## src/rtl/trim_pkg.sv

```systemverilog
package trim_pkg;

    typedef enum logic [1:0] {
        ST_IDLE = 2'd0,
        ST_FIRE = 2'd1,
        ST_WAIT = 2'd2,
        ST_DONE = 2'd3
    } cal_state_t;

    typedef enum logic {
        SIDE_NEG = 1'b0,
        SIDE_POS = 1'b1
    } trim_side_t;

    typedef struct packed {
        logic take;
        logic first;
        logic dec;
    } step_ev_t;

    function automatic logic is_quiet(input cal_state_t s);
        return (s == ST_IDLE) || (s == ST_DONE);
    endfunction

endpackage

```

## src/rtl/trim_ctrl_fsm.sv

```systemverilog
module trim_ctrl_fsm
    import trim_pkg::*;
#(
    parameter int TRIM_W = 5,
    parameter int IDX_W  = (TRIM_W > 1) ? $clog2(TRIM_W) : 1
) (
    input  logic             clk,
    input  logic             rst,
    input  logic             start_i,
    input  logic             ready_i,
    output cal_state_t       state_o,
    output logic             strobe_o,
    output logic             take_o,
    output logic             first_o,
    output logic             launch_o,
    output logic [IDX_W-1:0] idx_o
);

    localparam logic [IDX_W-1:0] TOP_IDX = IDX_W'(TRIM_W - 1);

    cal_state_t       state_q;
    logic             first_q;
    logic [IDX_W-1:0] idx_q;

    assign launch_o = start_i && is_quiet(state_q);
    assign take_o   = ready_i && (state_q == ST_WAIT);
    assign strobe_o = (state_q == ST_FIRE);
    assign state_o  = state_q;
    assign first_o  = first_q;
    assign idx_o    = idx_q;

    always_ff @(posedge clk) begin
        if (rst) begin
            state_q <= ST_IDLE;
            first_q <= 1'b0;
            idx_q   <= '0;
        end else begin
            unique case (state_q)
                ST_IDLE, ST_DONE: begin
                    if (start_i) begin
                        state_q <= ST_FIRE;
                        first_q <= 1'b1;
                        idx_q   <= TOP_IDX;
                    end
                end
                ST_FIRE: state_q <= ST_WAIT;
                ST_WAIT: begin
                    if (ready_i) begin
                        if (first_q) begin
                            first_q <= 1'b0;
                            state_q <= ST_FIRE;
                        end else if (idx_q == '0) begin
                            state_q <= ST_DONE;
                        end else begin
                            idx_q   <= idx_q - 1'b1;
                            state_q <= ST_FIRE;
                        end
                    end
                end
                default: state_q <= ST_IDLE;
            endcase
        end
    end


    launch_fires_chk: assert property (@(posedge clk) disable iff (rst)
        launch_o |=> strobe_o);


    strobe_pulse_chk: assert property (@(posedge clk) disable iff (rst)
        strobe_o |=> !strobe_o);


    wait_holds_chk: assert property (@(posedge clk) disable iff (rst)
        (state_q == ST_WAIT && !ready_i) |=> (state_q == ST_WAIT));


    busy_start_chk: assert property (@(posedge clk) disable iff (rst)
        (state_q == ST_WAIT && start_i && !ready_i) |=> !strobe_o);

endmodule

```

## src/rtl/trim_code_bank.sv

```systemverilog
module trim_code_bank
    import trim_pkg::*;
#(
    parameter int TRIM_W = 5,
    parameter int IDX_W  = (TRIM_W > 1) ? $clog2(TRIM_W) : 1
) (
    input  logic              clk,
    input  logic              rst,
    input  logic              clear_i,
    input  step_ev_t          ev_i,
    input  logic [IDX_W-1:0]  idx_i,
    output logic [TRIM_W-1:0] code_p_o,
    output logic [TRIM_W-1:0] code_n_o
);

    localparam int NSIDE = 2;

    trim_side_t                     side_q;
    logic [NSIDE-1:0][TRIM_W-1:0]   code_q;
    logic [TRIM_W-1:0]              sel_code;
    logic [TRIM_W-1:0]              step_next;

    assign sel_code = code_q[side_q];

    always_comb begin
        step_next = sel_code;
        if (ev_i.dec != side_q) begin
            step_next[idx_i] = 1'b0;
        end
        if (idx_i != '0) begin
            step_next[idx_i - 1'b1] = 1'b1;
        end
    end

    always_ff @(posedge clk) begin
        if (rst || clear_i) begin
            side_q <= SIDE_NEG;
        end else if (ev_i.take && ev_i.first) begin
            side_q <= trim_side_t'(ev_i.dec);
        end
    end

    for (genvar s = 0; s < NSIDE; s++) begin : g_side
        always_ff @(posedge clk) begin
            if (rst || clear_i) begin
                code_q[s] <= '0;
            end else if (ev_i.take && ev_i.first) begin
                if (ev_i.dec == s[0]) begin
                    code_q[s][TRIM_W-1] <= 1'b1;
                end
            end else if (ev_i.take && (side_q == trim_side_t'(s[0]))) begin
                code_q[s] <= step_next;
            end
        end
    end

    assign code_p_o = code_q[SIDE_POS];
    assign code_n_o = code_q[SIDE_NEG];


    one_side_chk: assert property (@(posedge clk) disable iff (rst)
        !((|code_p_o) && (|code_n_o)));


    trial_drop_chk: assert property (@(posedge clk) disable iff (rst || clear_i)
        (ev_i.take && !ev_i.first && (ev_i.dec != side_q))
        |=> (code_q[side_q][$past(idx_i)] == 1'b0));


    trial_keep_chk: assert property (@(posedge clk) disable iff (rst || clear_i)
        (ev_i.take && !ev_i.first && (ev_i.dec == side_q))
        |=> (code_q[side_q][$past(idx_i)] == 1'b1));

endmodule

```

## src/rtl/cmp_trim_sar.sv

```systemverilog
module cmp_trim_sar
    import trim_pkg::*;
#(
    parameter int TRIM_W = 5
) (
    input  logic              clk,
    input  logic              rst,
    input  logic              cal_start_i,
    input  logic              cmp_ready_i,
    input  logic              cmp_dec_i,
    output logic              cmp_strobe_o,
    output logic              cal_short_o,
    output logic [TRIM_W-1:0] trim_pos_o,
    output logic [TRIM_W-1:0] trim_neg_o,
    output logic              cal_done_o
);

    localparam int IDX_W = (TRIM_W > 1) ? $clog2(TRIM_W) : 1;

    cal_state_t       state;
    logic             take;
    logic             first;
    logic             launch;
    logic [IDX_W-1:0] idx;
    step_ev_t         ev;

    trim_ctrl_fsm #(.TRIM_W(TRIM_W), .IDX_W(IDX_W)) u_fsm (
        .clk      (clk),
        .rst      (rst),
        .start_i  (cal_start_i),
        .ready_i  (cmp_ready_i),
        .state_o  (state),
        .strobe_o (cmp_strobe_o),
        .take_o   (take),
        .first_o  (first),
        .launch_o (launch),
        .idx_o    (idx)
    );

    assign ev = '{take: take, first: first, dec: cmp_dec_i};

    trim_code_bank #(.TRIM_W(TRIM_W), .IDX_W(IDX_W)) u_bank (
        .clk      (clk),
        .rst      (rst),
        .clear_i  (launch),
        .ev_i     (ev),
        .idx_i    (idx),
        .code_p_o (trim_pos_o),
        .code_n_o (trim_neg_o)
    );

    assign cal_short_o = !is_quiet(state);
    assign cal_done_o  = (state == ST_DONE);


    strobe_shorted_chk: assert property (@(posedge clk) disable iff (rst)
        cmp_strobe_o |-> cal_short_o);


    done_released_chk: assert property (@(posedge clk) disable iff (rst)
        cal_done_o |-> !cal_short_o);


    codes_hold_chk: assert property (@(posedge clk) disable iff (rst)
        (cal_short_o && !cmp_strobe_o && !cmp_ready_i)
        |=> ($stable(trim_pos_o) && $stable(trim_neg_o)));


    done_hold_chk: assert property (@(posedge clk) disable iff (rst)
        (cal_done_o && !cal_start_i) |=> (cal_done_o && $stable(trim_pos_o) && $stable(trim_neg_o)));

endmodule

```

## config.mk

```make
export PLATFORM = sky130hd
export DESIGN_NAME = cmp_trim_sar
export DESIGN_NICKNAME = d
export VERILOG_FILES = /design/src/rtl/trim_pkg.sv /design/src/rtl/trim_ctrl_fsm.sv /design/src/rtl/trim_code_bank.sv /design/src/rtl/cmp_trim_sar.sv
export SDC_FILE = /design/constraint.sdc
export NUM_CORES = 1
export LEC_CHECK = 0
export CAP_MARGIN = 5
export CORE_ASPECT_RATIO = 0.7
export CORE_UTILIZATION = 40
export CTS_CLUSTER_SIZE = 10
export DETAILED_ROUTE_END_ITERATION = 6
export PLACE_DENSITY_LB_ADDON = 0.08
export SLEW_MARGIN = 20
export SYNTH_ARGS = -nofsm -noshare
export SYNTH_HDL_FRONTEND = slang
export SYNTH_SLANG_ARGS = --single-unit
export TNS_END_PERCENT = 30
```

## constraint.sdc

```tcl
create_clock -name clk -period 2.2 [get_ports clk]
set_input_delay 0.44 -clock clk [delete_from_list [all_inputs] [get_ports clk]]
set_output_delay 0.44 -clock clk [all_outputs]
set_load 0.02 [all_outputs]
```

==> flow_metrics.tcl <==
set metrics [dict create \
    synth_edf_count 0 \
    clk_path_buf_depth 2 \
    cts_tree "yes" \
    clockPowerShare_pct 23.2 \
    postCtsSetupBuffers 0 \
    yosys.area.top_type "dfxtp_1" \
    drtIter0Drc 40 \
    hold_violations 0 \
    coreArea_sq_mm 0.00226 \
    port_buffers 17 \
    die_area_sq_mm 0.00271 \
    synth_top_area_share_pct 34.0 \
    synth_fp_nets 124 \
    die_w_um 61.8 \
    startpoint_type "flop" \
    place_ws_ns 0.251 \
    setup_viol 0 \
    slew_headroom_pct 68.8 \
    pwr-share-comb_pct 28.6 \
    diodes 0 \
    clk_latency_ns 0.30 \
    antenna_left 0 \
    cts_hold_buf 0 \
    start_util_pct 44.2 \
    dp_hpwl_um 1770 \
    vias 916 \
    netlist_area_sq_um 1000 \
    power.density_mw_per_mm2 590 \
    gp_congestion 0.825 \
    hold_class "flop to flop" \
    final_max_slew_viol_count 0 \
    synth_area_leaders "dfxtp_1 34%, ha_1 7.5%, a21oi_1 6.5%, mux2i_1 6.0%, a41oi_1 4.4%" \
    antenna_found_initial 0 \
    skew_ns 0.00598 \
    synth-seq-area-share_pct 34.0 \
    clock-sinks 17 \
    synthArstFlopShare_pct 0 \
    layout_setup_ws_ns 0.206 \
    crit_type "flop to primary output" \
    cts.clk_slew.worst_paths_ns 0.10 \
    overflow 0 \
    p_int_uw 483 \
    timing.hold.ws_ns 0.541 \
    grt_usage_pct 20.2 \
    hold_depth 2 \
    cts-htree-levels 1 \
    fin_crit_sh_pct 90.6 \
    nNetsFinal 147 \
    drt-total-wl_um 2310 \
    io-pin-count 18 \
    yosysWarnings 0 \
    cts_buffers 3 \
    required_ns 1.76 \
    rows 14 \
    ys_types 34 \
    synthFlopType "dfxtp_1" \
    tightest_slew_ns 0.467 \
    drv_cap 0 \
    vias_per_cell 5.49 \
    tns_ns 0 \
    max-vdd-ir-drop_uv 333 \
    grt_pass1_vias 858 \
    die_h_um 43.8 \
    firstDrtPassIters 4 \
    final_common_cell "dfxtp_1" \
    cp_max_fo 7 \
    p_sw_uw 255 \
    synth-seq-cells 17 \
    root_buffer "clkbuf_4" \
    routedWlPerCell_um 13.8 \
    final_cell_mix "17 x dfxtp_1, 16 x clkdlybuf4s50_1, 13 x a21oi_1" \
    min_period_ns 1.99 \
    areaGrowthSynthToFinish_pct 25.2 \
    worst_ep_arrival_time_ns 1.55 \
    drc_errors 0 \
    rsz0062_at_grt "no" \
    cp-end-kind "primary output" \
    p_sw_share_pct 34.6 \
    rr_worst_depth 6 \
    max_freq_mhz 502 \
    syn_inst 113 \
    grt_max_degree 10 \
    status "finished, final reports clean" \
    grt_pass1_wl_um 3970 \
    r2r_setup_slack_ns 0.36 \
    seqPwrFrac_pct 48.3 \
    dp_cells 163 \
    drive_gt1_share_pct 11.1 \
    syn_area_per_cell_sq_um 8.85 \
    finalNonFillerCells 167 \
    p_leak_nw 0.458 \
]
## power groups by stage
stage | registers [mW] | clock network [mW] | logic [mW]
2_1_floorplan | 0.349 | 0 | 0.156
3_3_place_gp | 0.362 | 0 | 0.212
3_5_place_dp | 0.363 | 0 | 0.215
4_1_cts | 0.356 | 0.176 | 0.211
5_1_grt | 0.362 | 0.196 | 0.238
6_report | 0.356 | 0.171 | 0.211
## through the flow
step                cell area (sq um)  utilization (%)  total power [mW]
floorplan                        1000                -             0.505
global placement                 1230             54.3             0.575
detailed placement               1230             54.3             0.578
CTS                              1250             55.4             0.743
global route                     1250             55.4             0.795
finish                           1250             55.4             0.738
## kinds of logic (layout without fill, tap and decap cells)
family / Yosys count / in the layout / synth area share, %
xor+xnor: 1 / 1 / 0.876
mux: 6 / 6 / 6.01
flops: 17 / 17 / 34.0
compound gates: 41 / 41 / 28.3
buf+inv: 12 / 34 / 4.76
fa+ha+maj: 6 / 6 / 7.51
simple gates: 30 / 30 / 18.5
## repair_timing
item                       in CTS  in global routing
resized for setup               1                  0
hold endpoints to repair        0                  0
setup endpoints to repair       1                  0
## cells in the mapped netlist, types with 2 or more instances
cell,instances
dfxtp_1,17
a21oi_1,13
inv_1,8
nand2_1,8
ha_1,6
mux2i_1,6
nor2_1,6
a41oi_1,5
a31oi_1,4
o21ai_0,4
o21ai_1,4
nor2b_1,3
or3_1,3
a221oi_2,2
buf_2,2
nand2b_1,2
nand3_1,2
o31ai_1,2
## sequential cells by signal (all words and copies together) (netlist names)
name	count
u_bank.code_n_o	5
u_bank.code_p_o	5
u_bank.side_q	1
u_fsm.first_o	1
u_fsm.idx_o	3
u_fsm.state_o	2
## final cells by class
cell class	count	area, sq um
flip-flops and latches	17	340
inverters	9	33.8
repair buffers	21	199
multi-input cells	84	612
clock buffers	4	26.3
well taps	32	40.0
fillers	209	1010
## worst paths after layout
path,start,to
hold / removal,u_bank.code_p_o[0],u_bank.code_p_o[0]
setup reg to reg,u_fsm.idx_o[0],u_bank.code_n_o[4]
setup / recovery,u_fsm.state_o[0],cal_short_o
hold reg to reg,u_bank.code_p_o[0],u_bank.code_p_o[0]
## metal layers
| layer | up-vias | track usage, % | part of all wire [%] |
|---|---|---|---|
| met5 | - | 0 | 0 |
| li1 | 464 | - | - |
| met2 | 20 | 27.1 | 40 |
| met3 | 4 | 6.27 | 4.5 |
| met1 | 428 | 30.7 | 54 |
| met4 | 0 | 5.78 | 1.2 |
## critical path, stage by stage, from the launching register on
cell and delay (ns):
dfxtp_1 0.42, inv_1 0.06, ha_1 0.38, inv_1 0.08, dlygate4sd2_1 0.32
Note: power is estimated with default switching activity, not from simulation.
